**config.mk**
```make
export PLATFORM = sky130hd
export DESIGN_NAME = cmd_queue
export DESIGN_NICKNAME = d
export VERILOG_FILES = /design/src/rtl/cq_pkg.sv /design/src/rtl/cq_ring.sv /design/src/rtl/cq_status.sv /design/src/rtl/cmd_queue.sv
export SDC_FILE = /design/constraint.sdc
export NUM_CORES = 1
export LEC_CHECK = 0
export BUFFER_PORTS_ARGS = -buffer_cell sky130_fd_sc_hd__buf_2
export CORE_MARGIN = 1
export CORE_UTILIZATION = 50
export DETAILED_ROUTE_END_ITERATION = 6
export PLACE_DENSITY_LB_ADDON = 0.3
export SLEW_MARGIN = 20
export SYNTH_ARGS = -nofsm -noshare
export SYNTH_HDL_FRONTEND = slang
export SYNTH_SLANG_ARGS = --single-unit
```
**constraint.sdc**
```tcl
create_clock -name clk -period 4.44 [get_ports clk]
set_clock_uncertainty 0.1 [all_clocks]
set_input_delay 0.666 -clock clk [delete_from_list [all_inputs] [get_ports clk]]
set_output_delay 0.666 -clock clk [all_outputs]
set_load 0.005 [all_outputs]
```
**src/rtl/cq_pkg.sv**
```systemverilog
package cq_pkg;
    // tag byte: bit 7 marks a live slot, bits 2:0 carry the write kind
    localparam logic [7:0] TYPE_EMPTY = 8'h00;
    localparam int KIND_W = 3;
    localparam int KIND_PORT_BIT = 2;
    localparam int NARROW_ADDR_W = 16;
    localparam int WIDE_ADDR_W = 17;

    function automatic logic [7:0] make_type(input logic [KIND_W-1:0] kind);
        return {1'b1, 4'b0000, kind};
    endfunction
endpackage

```
**src/rtl/cq_ring.sv**
```systemverilog
module cq_ring #(
    parameter int DEPTH  = 16,
    parameter int ADDR_W = 24,
    parameter int DATA_W = 32,
    localparam int SLOT_W = $clog2(DEPTH),
    localparam int IDX_W  = SLOT_W + 1
) (
    input  logic              clk,
    input  logic              rst_n,
    input  logic              push,
    input  logic [7:0]        push_type,
    input  logic [ADDR_W-1:0] push_addr,
    input  logic [DATA_W-1:0] push_data,
    input  logic              pop,
    output logic [7:0]        head_type,
    output logic [ADDR_W-1:0] head_addr,
    output logic [DATA_W-1:0] head_data,
    output logic [IDX_W-1:0]  occ
);
    import cq_pkg::*;

    typedef struct packed {
        logic [IDX_W-1:0] wr;
        logic [IDX_W-1:0] rd;
    } ptr_t;

    ptr_t st_d, st_q;

    logic [7:0]        type_q [DEPTH];
    logic [ADDR_W-1:0] addr_q [DEPTH];
    logic [DATA_W-1:0] data_q [DEPTH];

    logic [SLOT_W-1:0] wr_slot, rd_slot;

    always_comb begin
        st_d = st_q;
        if (push) st_d.wr = st_q.wr + 1'b1;
        if (pop)  st_d.rd = st_q.rd + 1'b1;
    end

    always_ff @(posedge clk or negedge rst_n) begin
        if (!rst_n) st_q <= '0;
        else        st_q <= st_d;
    end

    assign wr_slot = st_q.wr[SLOT_W-1:0];
    assign rd_slot = st_q.rd[SLOT_W-1:0];
    assign occ     = st_q.wr - st_q.rd;

    // tag storage: a consumed slot is marked empty
    always_ff @(posedge clk or negedge rst_n) begin
        if (!rst_n) begin
            for (int i = 0; i < DEPTH; i++) type_q[i] <= TYPE_EMPTY;
        end else begin
            if (pop)  type_q[rd_slot] <= TYPE_EMPTY;
            if (push) type_q[wr_slot] <= push_type;
        end
    end

    always_ff @(posedge clk) begin
        if (push) begin
            addr_q[wr_slot] <= push_addr;
            data_q[wr_slot] <= push_data;
        end
    end

    assign head_type = type_q[rd_slot];
    assign head_addr = addr_q[rd_slot];
    assign head_data = data_q[rd_slot];
endmodule

```
**src/rtl/cq_status.sv**
```systemverilog
module cq_status #(
    parameter int DEPTH      = 16,
    parameter int GUARD      = 4,
    parameter bit EXT_STATUS = 1'b1,
    localparam int IDX_W     = $clog2(DEPTH) + 1,
    localparam int FULL_AT   = DEPTH - GUARD
) (
    input  logic             queue_en,
    input  logic [IDX_W-1:0] occ,
    input  logic             force_busy,
    input  logic             data_avail,
    output logic             full,
    output logic [15:0]      status_word
);
    logic [4:0] ext_bits;
    logic [7:0] lo_byte, hi_byte;

    assign full = (occ >= IDX_W'(FULL_AT));

    generate
        if (EXT_STATUS) begin : g_ext
            assign ext_bits = {5{full}};
        end else begin : g_noext
            assign ext_bits = 5'b0;
        end
    endgenerate

    always_comb begin
        lo_byte    = 8'h00;
        hi_byte    = 8'h00;
        hi_byte[0] = data_avail;
        if (queue_en) begin
            if (full) lo_byte = 8'hFF;
            if ((occ != '0) || force_busy) hi_byte[1] = 1'b1;
            else                           hi_byte[2] = 1'b1;
            hi_byte[7:3] = ext_bits;
        end
    end

    assign status_word = {hi_byte, lo_byte};
endmodule

```
**src/rtl/cmd_queue.sv**
```systemverilog
module cmd_queue #(
    parameter int DEPTH      = 16,
    parameter int GUARD      = 4,
    parameter int ADDR_W     = 24,
    parameter int DATA_W     = 32,
    parameter bit EXT_STATUS = 1'b1
) (
    input  logic              clk,
    input  logic              rst_n,
    input  logic              queue_en,
    input  logic              reloc_mode,
    input  logic              force_busy,
    input  logic              data_avail,
    input  logic              hw_valid,
    input  logic [2:0]        hw_kind,
    input  logic [ADDR_W-1:0] hw_addr,
    input  logic [DATA_W-1:0] hw_data,
    output logic              hw_ready,
    input  logic              rd_req,
    output logic              rd_grant,
    output logic              ds_valid,
    output logic [2:0]        ds_kind,
    output logic [ADDR_W-1:0] ds_addr,
    output logic [DATA_W-1:0] ds_data,
    input  logic              ds_ready,
    output logic [15:0]       status_word,
    input  logic              irq_ack,
    output logic              irq_empty
);
    import cq_pkg::*;

    localparam int IDX_W = $clog2(DEPTH) + 1;
    localparam logic [ADDR_W-1:0] MASK_NARROW = ADDR_W'((1 << NARROW_ADDR_W) - 1);
    localparam logic [ADDR_W-1:0] MASK_WIDE   = ADDR_W'((1 << WIDE_ADDR_W) - 1);

    typedef struct packed {
        logic irq;
    } ctl_t;

    ctl_t ctl_d, ctl_q;

    logic              full, empty, push, pop, drained;
    logic [IDX_W-1:0]  occ;
    logic [7:0]        head_type;
    logic [ADDR_W-1:0] head_addr, masked_addr;
    logic [DATA_W-1:0] head_data;

    // address window chosen at the time of the write
    always_comb begin
        if (hw_kind[KIND_PORT_BIT])  masked_addr = hw_addr & MASK_NARROW;
        else if (reloc_mode)         masked_addr = hw_addr & MASK_WIDE;
        else                         masked_addr = hw_addr & MASK_NARROW;
    end

    cq_ring #(
        .DEPTH (DEPTH),
        .ADDR_W(ADDR_W),
        .DATA_W(DATA_W)
    ) u_ring (
        .clk      (clk),
        .rst_n    (rst_n),
        .push     (push),
        .push_type(make_type(hw_kind)),
        .push_addr(masked_addr),
        .push_data(hw_data),
        .pop      (pop),
        .head_type(head_type),
        .head_addr(head_addr),
        .head_data(head_data),
        .occ      (occ)
    );

    cq_status #(
        .DEPTH     (DEPTH),
        .GUARD     (GUARD),
        .EXT_STATUS(EXT_STATUS)
    ) u_status (
        .queue_en   (queue_en),
        .occ        (occ),
        .force_busy (force_busy),
        .data_avail (data_avail),
        .full       (full),
        .status_word(status_word)
    );

    assign empty    = (occ == '0);
    assign push     = queue_en && hw_valid && !full;
    assign hw_ready = queue_en ? !full : (empty && ds_ready);
    assign ds_valid = empty ? (!queue_en && hw_valid) : (head_type != TYPE_EMPTY);
    assign ds_kind  = empty ? hw_kind     : head_type[2:0];
    assign ds_addr  = empty ? masked_addr : head_addr;
    assign ds_data  = empty ? hw_data     : head_data;
    assign pop      = !empty && ds_ready;
    assign rd_grant = rd_req && (empty || !queue_en);
    assign drained  = pop && (occ == IDX_W'(1)) && !push;

    always_comb begin
        ctl_d = ctl_q;
        if (irq_ack) ctl_d.irq = 1'b0;
        if (drained) ctl_d.irq = 1'b1;
    end

    always_ff @(posedge clk or negedge rst_n) begin
        if (!rst_n) ctl_q <= '0;
        else        ctl_q <= ctl_d;
    end

    assign irq_empty = ctl_q.irq;
endmodule

```
==> impl_metrics.ini <==
[run_status]
status = complete, no violations

[grt]
track_usage_pct = 22.18
grt_start_max_net_pins = 77
grt_pass1_wl_um = 120500
grt_remaining_overflow = 0
grt_pass1_vias = 18880
grt_antenna_before_repair = 5

[place]
dp.cells = 2831
port_buffers = 131
gp_congestion = 0.8310
dp_hpwl_um = 40150

[sta]
maxSlewViolCount = 0
rsz0062_at_grt = no
finalSetupViolCount = 0
fin_crit_ps = 4371
relSlewSlack_pct = 24.58
hold_violations = 0
whs_ps = 63.91
fin_crit_sh_pct = 98.44
tightest_slew_ps = 1131
fmax_mhz = 228.8

[critical_path]
slowest_stage = dfrtp_4
cp_max_fo = 8
cp_top_family = buffers and inverters
crit_path_end_kind = primary output
start_kind = flip-flop
required_ps = 3670
worst-path-buf-inv = 4
arrival_ps = 3600
path_cells = clkinvlp_4, ha_4, nor2b_1, o21a_2, or3_4, a2111oi_4, nand2_4, buf_12, buf_16, mux2_4, buf_2
worstSetupPathType = reg2out
max_stage_delay_ps = 460

[cts]
cts_hold_buf = 0
htree_levels = 3
root_buffer = clkbuf_16
cts_sinks = 923
cts_tree = yes
clkTransAtPathRegs_ps = 60
worstSkewPairLatency_ps = 640
clock_path_buffers = 3
numCtsBuffers = 94

[pwr]
irDropWorstVdd_v = 0.0007394
leakage_nw = 14.44
powerDensity_nw_per_um2 = 634.1

[yosys]
syn_area_um2 = 36660
synth-edff-count = 784
synthTopCellsByArea = edfxtp_1 (64%), mux4_2 (16%), dfrtp_1 (9.5%)
ys_async_sr_fraction_pct = 15.06
yosys.area.top_type = edfxtp_1
syn_inst = 1820
yosysWarnings = 0
synthFlopType = edfxtp_1
synth_seq_cells = 923
synth_top_area_share_pct = 64.21
syn_avg_cell_area_um2 = 20.14
seq_area_frac_synth_pct = 73.70
synth_cell_type_count = 55

[floorplan]
num_io_pins = 148
fp.dieH_um = 272.8
fp.coreArea_um2 = 71980
dieArea_um2 = 74410
start_util_pct = 50.94
rows = 98
die_width_um = 272.8

[routing]
first_iter_violations = 1866
drtPass1Iterations = 6
drc = 0
num_vias = 18280
viasPerCell = 6.045
wire_per_inst_um = 26.85
wl_um = 81160
ant_nets = 0

[finish]
area_delta_synth_final_pct = 14.95
stdcell_count = 3023
multi_input_comb_area_um2 = 8951
fin_nets = 2079
regArea_um2 = 27030
fillers = 5132
mostFrequentLayoutCell = edfxtp_1
fin_util_pct = 58.55
layout_common_cells = edfxtp_1 (784), mux4_2 (259), nand2_1 (136), dfrtp_1 (136), buf_2 (130)
drive_above_1_share_pct = 32.67

[hold_path]
hold_class = in2async

[flow_run]
cap_violations = 0
-- per-layer routing --
layer	track usage (%)	part of all wire [%]	vias to the layer above
met5	0	0.044	-
met4	6.032	1.8	6
met3	4.455	7.6	111
met2	35.95	49	708
met1	30.89	41	9709
li1	-	-	7741
-- registers in the layout, summed over array words and instances (netlist names) --
| name | cells |
|---|---|
| u_ring.data_q | 512 |
| u_ring.type_q | 128 |
| u_ring.st_q | 6 |
| u_ring.addr_q | 272 |
| irq_empty | 1 |
| u_ring.rd_slot | 4 |
-- worst paths after layout --
kind / cells past startpoint / startpoint / endpoint / slack (ps)
setup / recovery: 11 / u_ring.rd_slot[1]$_DFFE_PN0N_ / ds_addr[9] / 70
hold / removal: 1 / rst_n / u_ring.type_q[24]$_DFF_PN0_ / 60
setup reg to reg: 9 / u_ring.rd_slot[0]$_DFFE_PN0N_ / u_ring.data_q[11][6]$_DFFE_PP_ / 530
hold reg to reg: 2 / u_ring.type_q[109]$_DFF_PN0_ / u_ring.type_q[109]$_DFF_PN0_ / 390
max in group asynchronous: 2 / rst_n / u_ring.type_q[55]$_DFF_PN0_ / 3300
min in group clk: 2 / irq_ack / irq_empty$_DFFE_PN0P_ / 120
-- cell type report --
cell class | count | share of cell area (%)
clock inverters | 55 | 1.428
well taps | 950 | 2.820
diodes | 1 | 0.005938
clock buffers | 116 | 5.876
flip-flops and latches | 923 | 64.14
inverters | 44 | 0.5493
multi-input cells | 740 | 21.24
repair buffers | 194 | 3.937
-- power by group --
part / internal [W] / total [W] / switching (W)
combinational: 0.00440 / 0.00869 / 0.00430
clock: 0.00461 / 0.00786 / 0.00325
sequential: 0.00993 / 0.0102 / 0.000240
-- timing repair --
item                                    CTS  global route
endpoints found under the setup margin   53            63
pin swaps                                 2             4
gates resized for setup                  15            11
buffers inserted                         12             3
cloned                                    2             3
-- cells by family (layout without fill, tap and decap cells) --
kind of cell	after synthesis	in the layout	share of synthesized area (%)
AOI/OAI and AO/OA	120	120	2.256
other	1	8	0.01023
and+or+nand+nor	274	274	3.385
adders and majority gates	13	13	0.4641
buffers and inverters	163	409	2.089
DFF	923	923	73.70
muxes	314	314	17.79
xor gates and xnor gates	12	12	0.3072
-- cell usage after synthesis, types with 10 or more instances --
library cell / number
dfrtp_1: 139
mux2_4: 19
clkbuf_1: 54
o22ai_1: 54
edfxtp_1: 784
buf_4: 23
buf_2: 30
nor2_1: 63
inv_1: 42
a21oi_1: 10
nand2_1: 136
mux4_2: 259
o21ai_0: 15
mux2_2: 28
or4_1: 23
nand3_1: 13
ha_1: 12
-- stage by stage --
step | instance area, µm² | power [W] | setup TNS (ps) | setup WS [ps]
after global routing | 42140 | 0.02786 | 0 | 7.475
after detailed placement | 38690 | 0.01860 | 0 | 368.4
after CTS | 41990 | 0.02673 | -534.9 | -96.95
after floorplan | 36750 | 0.01616 | 0 | 104.0
after global placement | 38690 | 0.01849 | 0 | 385.9
final | 42140 | 0.02672 | 0 | 69.10
Note: power is estimated with default switching activity, not from simulation.
